### config.mk
export PLATFORM = sky130hd
export DESIGN_NAME = i2c_status_slave
export DESIGN_NICKNAME = d
export VERILOG_FILES = /design/src/rtl/i2cs_pkg.sv /design/src/rtl/i2cs_linesync.sv /design/src/rtl/i2cs_datapath.sv /design/src/rtl/i2cs_control.sv /design/src/rtl/i2c_status_slave.sv
export SDC_FILE = /design/constraint.sdc
export NUM_CORES = 1
export LEC_CHECK = 0
export ABC_AREA = 1
export ABC_CLOCK_PERIOD_IN_PS = 1800
export BUFFER_PORTS_ARGS = -buffer_cell sky130_fd_sc_hd__buf_2
export CAP_MARGIN = 20
export CELL_PAD_IN_SITES_DETAIL_PLACEMENT = 2
export CELL_PAD_IN_SITES_GLOBAL_PLACEMENT = 2
export CORE_MARGIN = 2
export CORE_UTILIZATION = 32
export CTS_CLUSTER_SIZE = 40
export DETAILED_ROUTE_END_ITERATION = 6
export GPL_ROUTABILITY_DRIVEN = 0
export PLACE_DENSITY_LB_ADDON = 0.1
export SYNTH_ARGS = -nofsm -noshare
export SYNTH_HDL_FRONTEND = slang
export SYNTH_SLANG_ARGS = --single-unit
### constraint.sdc
create_clock -name clk -period 1.8 [get_ports clk]
set_clock_uncertainty 0.2 [all_clocks]
set_input_delay 0.36 -clock clk [delete_from_list [all_inputs] [get_ports clk]]
set_output_delay 0.36 -clock clk [all_outputs]
set_load 0.01 [all_outputs]
### src/rtl/i2cs_pkg.sv
package i2cs_pkg;

  localparam int BYTE_W = 8;
  localparam int CNT_W  = $clog2(BYTE_W + 2);

  typedef enum logic [2:0] {
    MODE_IDLE,
    MODE_ADDR,
    MODE_RX,
    MODE_TX,
    MODE_SKIP
  } busModeT;

  // status codes, upper five bits of the status byte
  localparam logic [4:0] CODE_SLA_W   = 5'h0C; // 60h
  localparam logic [4:0] CODE_GCALL   = 5'h0E; // 70h
  localparam logic [4:0] CODE_RX_ACK  = 5'h10; // 80h
  localparam logic [4:0] CODE_RX_NACK = 5'h11; // 88h
  localparam logic [4:0] CODE_END     = 5'h14; // A0h
  localparam logic [4:0] CODE_SLA_R   = 5'h15; // A8h
  localparam logic [4:0] CODE_TX_ACK  = 5'h17; // B8h
  localparam logic [4:0] CODE_TX_NACK = 5'h18; // C0h
  localparam logic [4:0] CODE_NONE    = 5'h1F; // F8h

  typedef struct packed {
    logic       shiftIn;  // shift the sampled SDA into the byte register
    logic       loadTx;   // copy the data register into the shifter
    logic       post;     // post a status code and raise the flag
    logic       hold;     // posted event stretches SCL and captures the byte
    logic [4:0] code;
  } strobeT;

endpackage

### src/rtl/i2cs_linesync.sv
module i2cs_linesync #(
  parameter int SYNC_STAGES = 2
) (
  input  logic clk,
  input  logic rstN,
  input  logic sclIn,
  input  logic sdaIn,
  output logic sclLvl,
  output logic sdaLvl,
  output logic sclRise,
  output logic sclFall,
  output logic startEv,
  output logic stopEv
);
  localparam int TOP = SYNC_STAGES - 1;

  logic [1:0] linePipe [SYNC_STAGES];
  logic sclPrev, sdaPrev;

  // stage chain, one entry per synchronizer stage
  for (genvar g = 0; g < SYNC_STAGES; g++) begin : gStage
    always_ff @(posedge clk or negedge rstN) begin
      if (!rstN) linePipe[g] <= 2'b11;
      else if (g == 0) linePipe[g] <= {sclIn, sdaIn};
      else linePipe[g] <= linePipe[(g == 0) ? 0 : g - 1];
    end
  end

  always_ff @(posedge clk or negedge rstN) begin
    if (!rstN) begin
      sclPrev <= 1'b1;
      sdaPrev <= 1'b1;
    end else begin
      sclPrev <= sclLvl;
      sdaPrev <= sdaLvl;
    end
  end

  assign sclLvl  = linePipe[TOP][1];
  assign sdaLvl  = linePipe[TOP][0];
  assign sclRise = sclLvl & ~sclPrev;
  assign sclFall = ~sclLvl & sclPrev;
  assign startEv = sclLvl & sclPrev & sdaPrev & ~sdaLvl;
  assign stopEv  = sclLvl & sclPrev & ~sdaPrev & sdaLvl;

endmodule

### src/rtl/i2cs_datapath.sv
module i2cs_datapath
  import i2cs_pkg::*;
(
  input  logic              clk,
  input  logic              rstN,
  input  logic [1:0]        regAddr,
  input  logic              regWrEn,
  input  logic [BYTE_W-1:0] regWrData,
  output logic [BYTE_W-1:0] regRdData,
  input  strobeT            strb,
  input  logic              sdaLvl,
  output logic              busEn,
  output logic              ackEn,
  output logic [BYTE_W-1:0] ownAddr,
  output logic [BYTE_W-1:0] dataReg,
  output logic [BYTE_W-1:0] shiftReg,
  output logic              flag,
  output logic              flagClr,
  output logic              dataWrite,
  output logic [4:0]        statusCode,
  output logic              sclPullLow
);
  logic coreOn, slvOn, holdReg;
  logic wrCtrl, wrData, wrOwn, postOk;

  assign wrCtrl    = regWrEn && (regAddr == 2'd0);
  assign wrData    = regWrEn && (regAddr == 2'd2);
  assign wrOwn     = regWrEn && (regAddr == 2'd3);
  assign flagClr   = wrCtrl && !regWrData[3] && flag;
  assign dataWrite = wrData && flag;
  assign postOk    = strb.post && !flag;

  always_ff @(posedge clk or negedge rstN) begin
    if (!rstN) begin
      coreOn     <= 1'b0;
      slvOn      <= 1'b0;
      ackEn      <= 1'b0;
      flag       <= 1'b0;
      holdReg    <= 1'b0;
      statusCode <= CODE_NONE;
      ownAddr    <= '0;
      dataReg    <= '0;
      shiftReg   <= '0;
    end else begin
      if (wrCtrl) begin
        coreOn <= regWrData[0];
        slvOn  <= regWrData[1];
        ackEn  <= regWrData[2];
      end
      if (postOk) begin
        flag       <= 1'b1;
        holdReg    <= strb.hold;
        statusCode <= strb.code;
      end else if (flagClr) begin
        flag       <= 1'b0;
        statusCode <= CODE_NONE;
      end
      if (wrOwn) ownAddr <= regWrData;
      if (dataWrite) dataReg <= regWrData;
      else if (postOk && strb.hold) dataReg <= shiftReg;
      if (strb.loadTx) shiftReg <= dataReg;
      else if (strb.shiftIn) shiftReg <= {shiftReg[BYTE_W-2:0], sdaLvl};
    end
  end

  assign busEn      = coreOn & slvOn;
  assign sclPullLow = flag & holdReg & busEn;

  always_comb begin
    case (regAddr)
      2'd0:    regRdData = {4'b0000, flag, ackEn, slvOn, coreOn};
      2'd1:    regRdData = {statusCode, 3'b000};
      2'd2:    regRdData = dataReg;
      default: regRdData = ownAddr;
    endcase
  end

endmodule

### src/rtl/i2cs_control.sv
module i2cs_control
  import i2cs_pkg::*;
(
  input  logic              clk,
  input  logic              rstN,
  input  logic              busEn,
  input  logic              ackEn,
  input  logic [BYTE_W-1:0] ownAddr,
  input  logic [BYTE_W-1:0] shiftReg,
  input  logic              dataMsb,
  input  logic              flagClr,
  input  logic              sdaLvl,
  input  logic              sclRise,
  input  logic              sclFall,
  input  logic              startEv,
  input  logic              stopEv,
  output strobeT            strb,
  output logic              sdaPullLow
);
  localparam logic [CNT_W-1:0] LAST_BIT = CNT_W'(BYTE_W);
  localparam logic [CNT_W-1:0] ACK_BIT  = CNT_W'(BYTE_W + 1);

  busModeT          mode;
  logic [CNT_W-1:0] bitCnt;
  logic [4:0]       pendCode;
  logic ackDrive, txActive, txBit, nackSeen;
  logic addressed, active, ownHit, gcHit, accept;

  assign addressed = (mode == MODE_RX) || (mode == MODE_TX);
  assign active    = addressed || (mode == MODE_ADDR);
  assign ownHit    = shiftReg[BYTE_W-1:1] == ownAddr[BYTE_W-1:1];
  assign gcHit     = ownAddr[0] && (shiftReg == '0);
  assign accept    = ackEn && (gcHit || ownHit);

  always_comb begin
    strb = '0;
    if (busEn) begin
      if (startEv || stopEv) begin
        if (addressed) begin
          strb.post = 1'b1;
          strb.code = CODE_END;
        end
      end else if (sclRise && active && bitCnt < LAST_BIT) begin
        strb.shiftIn = 1'b1;
      end else if (sclFall && active && bitCnt == ACK_BIT) begin
        strb.post = 1'b1;
        strb.hold = 1'b1;
        if (mode == MODE_TX) strb.code = nackSeen ? CODE_TX_NACK : CODE_TX_ACK;
        else strb.code = pendCode;
      end else if (flagClr && mode == MODE_TX && bitCnt == '0 && !txActive) begin
        strb.loadTx = 1'b1;
      end
    end
  end

  always_ff @(posedge clk or negedge rstN) begin
    if (!rstN) begin
      mode     <= MODE_IDLE;
      bitCnt   <= '0;
      pendCode <= CODE_NONE;
      ackDrive <= 1'b0;
      txActive <= 1'b0;
      txBit    <= 1'b1;
      nackSeen <= 1'b0;
    end else if (!busEn || startEv || stopEv) begin
      mode     <= (busEn && startEv) ? MODE_ADDR : MODE_IDLE;
      bitCnt   <= '0;
      ackDrive <= 1'b0;
      txActive <= 1'b0;
    end else begin
      if (sclRise && active) begin
        if (bitCnt == LAST_BIT) nackSeen <= sdaLvl;
        if (bitCnt != ACK_BIT) bitCnt <= bitCnt + 1'b1;
      end
      if (sclFall && active) begin
        if (bitCnt != '0 && bitCnt < LAST_BIT && txActive) txBit <= shiftReg[BYTE_W-1];
        if (bitCnt == LAST_BIT) begin
          case (mode)
            MODE_ADDR: begin
              if (accept) begin
                ackDrive <= 1'b1;
                pendCode <= gcHit ? CODE_GCALL : (shiftReg[0] ? CODE_SLA_R : CODE_SLA_W);
              end else begin
                mode <= MODE_SKIP;
              end
            end
            MODE_RX: begin
              ackDrive <= ackEn;
              pendCode <= ackEn ? CODE_RX_ACK : CODE_RX_NACK;
            end
            default: txActive <= 1'b0;
          endcase
        end
        if (bitCnt == ACK_BIT) begin
          ackDrive <= 1'b0;
          bitCnt   <= '0;
          case (mode)
            MODE_ADDR: mode <= (pendCode == CODE_SLA_R) ? MODE_TX : MODE_RX;
            MODE_RX:   if (pendCode == CODE_RX_NACK) mode <= MODE_SKIP;
            default:   if (nackSeen) mode <= MODE_SKIP;
          endcase
        end
      end
      if (strb.loadTx) begin
        txActive <= 1'b1;
        txBit    <= dataMsb;
      end
    end
  end

  assign sdaPullLow = ackDrive | (txActive & ~txBit);

endmodule

### src/rtl/i2c_status_slave.sv
module i2c_status_slave
  import i2cs_pkg::*;
#(
  parameter int SYNC_STAGES = 2
) (
  input  logic       clk,
  input  logic       rstN,
  input  logic [1:0] regAddr,
  input  logic       regWrEn,
  input  logic [7:0] regWrData,
  output logic [7:0] regRdData,
  input  logic       sclIn,
  input  logic       sdaIn,
  output logic       sclPullLow,
  output logic       sdaPullLow,
  output logic       irq
);
  strobeT            strb;
  logic              sclLvl, sdaLvl, sclRise, sclFall, startEv, stopEv;
  logic              busEn, ackEn, flag, flagClr, dataWrite;
  logic [BYTE_W-1:0] ownAddr, dataReg, shiftReg;
  logic [4:0]        statusCode;

  i2cs_linesync #(.SYNC_STAGES(SYNC_STAGES)) sync_i (
    .clk(clk), .rstN(rstN), .sclIn(sclIn), .sdaIn(sdaIn),
    .sclLvl(sclLvl), .sdaLvl(sdaLvl), .sclRise(sclRise), .sclFall(sclFall),
    .startEv(startEv), .stopEv(stopEv)
  );

  i2cs_datapath dp_i (
    .clk(clk), .rstN(rstN), .regAddr(regAddr), .regWrEn(regWrEn),
    .regWrData(regWrData), .regRdData(regRdData), .strb(strb), .sdaLvl(sdaLvl),
    .busEn(busEn), .ackEn(ackEn), .ownAddr(ownAddr), .dataReg(dataReg),
    .shiftReg(shiftReg), .flag(flag), .flagClr(flagClr), .dataWrite(dataWrite),
    .statusCode(statusCode), .sclPullLow(sclPullLow)
  );

  i2cs_control ctl_i (
    .clk(clk), .rstN(rstN), .busEn(busEn), .ackEn(ackEn), .ownAddr(ownAddr),
    .shiftReg(shiftReg), .dataMsb(dataReg[BYTE_W-1]), .flagClr(flagClr),
    .sdaLvl(sdaLvl), .sclRise(sclRise), .sclFall(sclFall), .startEv(startEv),
    .stopEv(stopEv), .strb(strb), .sdaPullLow(sdaPullLow)
  );

  assign irq = flag;

endmodule

==> report_table.html <==
<table>
<tr><th>Metric</th><th>Value</th></tr>
<tr><th colspan="2">Setup path</th></tr>
<tr><td>Slowest cell delay on critical path</td><td>0.60 ns</td></tr>
<tr><td>Category of the worst setup path capture point</td><td>flop</td></tr>
<tr><td>Cell mode on critical path</td><td>nand3_4</td></tr>
<tr><td>Worst path arrival time</td><td>2.31 ns</td></tr>
<tr><td>CP max-delay cell</td><td>dfstp_2</td></tr>
<tr><td>Cell breakdown of the critical path</td><td>inv_2 -&gt; nor3_4 -&gt; nand2_2 -&gt; nand3_4 -&gt; nand4_4 -&gt; inv_4 -&gt; buf_6 -&gt; nand3_4 -&gt; nand3_2 -&gt; nand2_1</td></tr>
<tr><td>Kind of cell adding the most delay to the critical path</td><td>simple AND/OR/NAND/NOR gates</td></tr>
<tr><td>Worst R2R Path Depth</td><td>10</td></tr>
<tr><td>Critical Path Source</td><td>sync_i.sclPrev</td></tr>
<tr><td>Startpoint of the worst register-to-register path</td><td>sync_i.sclPrev</td></tr>
<tr><td>CP Max Fanout</td><td>5</td></tr>
<tr><td>Buffering stage count on the worst path with inverters included</td><td>3</td></tr>
<tr><td>Crit Path Class</td><td>flop to flop</td></tr>
<tr><td>Kind of launch point of the worst setup path</td><td>flop</td></tr>
<tr><td>Crit path to</td><td>dp_i.dataReg[2]</td></tr>
<tr><td>Required time at the worst-slack endpoint</td><td>1.83 ns</td></tr>
<tr><td>Number of cells on the critical path</td><td>10</td></tr>
<tr><td>Worst reg2reg path endpoint</td><td>dp_i.dataReg[2]</td></tr>
<tr><td>Register-to-register setup slack</td><td>-0.48 ns</td></tr>
<tr><th colspan="2">Synthesis</th></tr>
<tr><td>Post-Synthesis Cell Area</td><td>3180 sq um</td></tr>
<tr><td>Mean post-synth cell area</td><td>approximately 7.7 sq um</td></tr>
<tr><td>Number of storage elements in the synthesis netlist</td><td>56</td></tr>
<tr><td>Biggest area consumer among synthesized cells</td><td>dfrtp_1</td></tr>
<tr><td>Post-synth ARST share</td><td>100%</td></tr>
<tr><td>Top-area cell type share of the netlist area</td><td>30.7%</td></tr>
<tr><td>Leading cell types by total area after synthesis</td><td>dfrtp_1 (31%), nand2_1 (16%), dfstp_2 (14%)</td></tr>
<tr><td>Post-synth net total</td><td>433</td></tr>
<tr><td>Post-synth EDFFs</td><td>0</td></tr>
<tr><td>Leading register cell type out of synthesis</td><td>dfrtp_1</td></tr>
<tr><td>Synthesized instance count</td><td>around 420</td></tr>
<tr><td>Register area share after synthesis</td><td>44.8%</td></tr>
<tr><td>Ys Warns</td><td>0</td></tr>
<tr><td>Most common library cells after synthesis</td><td>nand2_1 (134), inv_1 (63), dfrtp_1 (39)</td></tr>
<tr><td>Cell with the most instances after synthesis</td><td>nand2_1</td></tr>
<tr><td>Library cells used by synthesis</td><td>36</td></tr>
<tr><th colspan="2">Finish</th></tr>
<tr><td>Final instance area</td><td>4870 sq um</td></tr>
<tr><td>Layout cells sized above 1</td><td>48.5%</td></tr>
<tr><td>Antenna cells</td><td>0</td></tr>
<tr><td>Number of nets in the finished design</td><td>565</td></tr>
<tr><td>Number of standard cells in the final layout excluding fillers</td><td>about 700</td></tr>
<tr><td>Growth of design area from synthesis to finish</td><td>53.2%</td></tr>
<tr><th colspan="2">STA</th></tr>
<tr><td>Total Neg Setup Slack</td><td>-12.35 ns</td></tr>
<tr><td>Final number of hold-violating endpoints</td><td>0</td></tr>
<tr><td>Post-route minimum period</td><td>2.28 ns</td></tr>
<tr><td>Total count of max-transition violations in the final report</td><td>0</td></tr>
<tr><td>Tcrit/Tclk final</td><td>127%</td></tr>
<tr><td>Worst-case setup margin in the final layout</td><td>-0.478 ns</td></tr>
<tr><td>Max-slew headroom at the worst pin</td><td>77.8%</td></tr>
<tr><td>Final setup violation count</td><td>44</td></tr>
<tr><td>Setup repair after global routing missed its margin</td><td>true</td></tr>
<tr><td>Worst-margin pin slew</td><td>0.333 ns</td></tr>
<tr><td>Maximum frequency from static timing analysis</td><td>around 440 MHz</td></tr>
<tr><td>Final Hold Slack</td><td>0.0796 ns</td></tr>
<tr><th colspan="2">Detailed routing</th></tr>
<tr><td>WL per Instance</td><td>24.5 um</td></tr>
<tr><td>Vias per Instance</td><td>5.33</td></tr>
<tr><td>Post-detailed-route count of antenna-violating nets</td><td>0</td></tr>
<tr><td>Detailed-router iteration count before antenna repair</td><td>5</td></tr>
<tr><td>First DRT Iteration DRCs</td><td>slightly below 200</td></tr>
<tr><td>Via count</td><td>3632</td></tr>
<tr><td>Drt drc</td><td>0</td></tr>
<tr><td>Routed WL</td><td>16700 um</td></tr>
<tr><th colspan="2">CTS</th></tr>
<tr><td>Clock latency on the worst-skew pair</td><td>0.34 ns</td></tr>
<tr><td>Maximum level of the CTS H-tree</td><td>2</td></tr>
<tr><td>Clock tree sinks</td><td>56</td></tr>
<tr><td>Maximum root-to-sink buffer count</td><td>2</td></tr>
<tr><td>Clock root buffer master</td><td>clkbuf_8</td></tr>
<tr><td>Clock tree from TritonCTS</td><td>done</td></tr>
<tr><td>Clock buffers created by TritonCTS</td><td>5</td></tr>
<tr><td>Clock-pin slew on the worst setup and hold paths</td><td>about 0.13 ns</td></tr>
<tr><th colspan="2">Outcome</th></tr>
<tr><td>Status</td><td>finished, violations left</td></tr>
<tr><td>Violated checks</td><td>setup timing</td></tr>
<tr><th colspan="2">Flow run</th></tr>
<tr><td>Number of maximum-capacitance violations</td><td>0</td></tr>
<tr><th colspan="2">Floorplanning</th></tr>
<tr><td>Initial Utilization</td><td>about 33%</td></tr>
<tr><td>Die area</td><td>10700 sq um</td></tr>
<tr><td>Number of ports placed on the die boundary</td><td>26</td></tr>
<tr><td>Site Rows</td><td>36</td></tr>
<tr><td>Die Y</td><td>104 um</td></tr>
<tr><td>Area of the core region</td><td>9680 sq um</td></tr>
<tr><td>Width of the chip</td><td>roughly 100 um</td></tr>
<tr><th colspan="2">Power</th></tr>
<tr><td>Reported net switching power</td><td>1580 uW</td></tr>
<tr><td>Logic pwr share</td><td>34.9%</td></tr>
<tr><td>PwrDens</td><td>slightly above 800 nW/um^2</td></tr>
<tr><td>Total power draw</td><td>roughly 4000 uW</td></tr>
<tr><td>Worst IR drop on VDD</td><td>392 uV</td></tr>
<tr><td>Part of the total power dissipated in sequential elements</td><td>between 40 and 50%</td></tr>
<tr><td>Part of the power in the clock network</td><td>between 20 and 25%</td></tr>
<tr><td>Leakage power</td><td>0.00234 uW</td></tr>
<tr><td>Switching fraction of total power</td><td>39.1%</td></tr>
<tr><td>Pint</td><td>2460 uW</td></tr>
<tr><th colspan="2">Global route</th></tr>
<tr><td>Wire length of the first global-routing pass</td><td>22500 um</td></tr>
<tr><td>Overall routing resource usage</td><td>26.8%</td></tr>
<tr><td>Antenna violations before repair</td><td>0</td></tr>
<tr><td>Overflow after GRT</td><td>0</td></tr>
<tr><td>Vias in the first global route</td><td>between 3000 and 4000</td></tr>
<tr><td>Pin count of the biggest net entering global routing</td><td>57</td></tr>
<tr><th colspan="2">Worst hold path</th></tr>
<tr><td>Class of the most critical hold timing path</td><td>primary input to flop</td></tr>
<tr><th colspan="2">Placement</th></tr>
<tr><td>Total cell area at the placement stage</td><td>4090 sq um</td></tr>
<tr><td>HPWL after DPL</td><td>9040 um</td></tr>
<tr><td>Port Buffer Count</td><td>25</td></tr>
<tr><td>Count of placed standard cells including taps</td><td>643</td></tr>
</table>
how the worst min path moves through the flow:
stage	start	end	cells after the start
floorplan	rstN	ctl_i.ackDrive	0
global placement	sync_i.linePipe[2]	sync_i.sdaLvl	0
detailed placement	sync_i.linePipe[3]	sync_i.sclLvl	0
CTS	regWrData[2]	dp_i.ackEn	3
global route	regWrData[7]	dp_i.ownAddr[7]	3
finish	regWrData[5]	dp_i.ownAddr[5]	3
placed cells by master, fill, tap and decap left out, types with 17 or more instances in the layout:
cell / instances
inv_1: 45
inv_2: 19
nand2_1: 99
buf_2: 22
dfrtp_1: 35
nand3_1: 18
dfstp_2: 17
buf_4: 80
nand2_2: 30
o21ai_0: 30
through the flow:
step | worst slack (ns) | util, %
2_1_floorplan | -0.0424 | -
3_3_place_gp | -0.269 | 42.2
3_5_place_dp | -0.326 | 42.2
4_1_cts | -0.247 | 46.5
5_1_grt | -0.528 | 50.3
6_report | -0.478 | 50.3
power by group through the flow:
| stage | combinational [uW] | sequential [uW] | clock [uW] |
|---|---|---|---|
| 3_3_place_gp | 946 | 1740 | 0 |
| 5_1_grt | 1520 | 1840 | 860 |
| 6_report | 1410 | 1810 | 820 |
| 4_1_cts | 1140 | 1720 | 803 |
| 3_5_place_dp | 998 | 1740 | 0 |
| 2_1_floorplan | 503 | 1680 | 0 |
metal layers:
metal	vias to the layer above	part of all wire (%)	GRT usage [%]
met5	-	0	0
met4	0	3.6	5.79
met3	41	4.5	3.59
met2	123	50	48.5
met1	1866	42	34.0
li1	1602	-	-
flip-flops by register name, summed over array words and instances (netlist names), 2 cells and up:
register and cells:
dp_i.ownAddr 8, ctl_i.pendCode 5, dp_i.dataReg 8, dp_i.shiftReg 8, ctl_i.bitCnt 4, ctl_i.mode 3
sync_i.linePipe 2, dp_i.statusCode 5
worst register-to-register path: cells and delay by family, from the launching register on:
kind,cells,cell delay [ns]
and+or+nand+nor,7,1.07
DFF,1,0.60
buffers and inverters,3,0.31
what timing repair did:
item	in CTS	in global routing
endpoints found under the setup margin	44	47
hold endpoints to repair	41	0
hold buffers	3	0
gates resized for setup	48	88
pin swaps	17	26
gates cloned	1	1
buffers inserted	18	12
final cells by class:
class	instances	area, sq um
Fill cell	1056	4820
Multi-Input combinational cell	287	1860
Sequential cell	56	1430
Timing Repair Buffer	127	1040
Inverter	70	282
Tap cell	133	166
Clock buffer	7	86.3
Clock inverter	1	7.51
cell families after synthesis:
| family | count (synthesis) | synth area share [%] |
|---|---|---|
| xor+xnor | 4 | 1.10 |
| fa+ha+maj | 3 | 1.18 |
| simple gates | 213 | 31.9 |
| buf+inv | 73 | 8.70 |
| compound gates | 66 | 12.4 |
| flops | 56 | 44.8 |
Note: power is estimated with default switching activity, not from simulation.
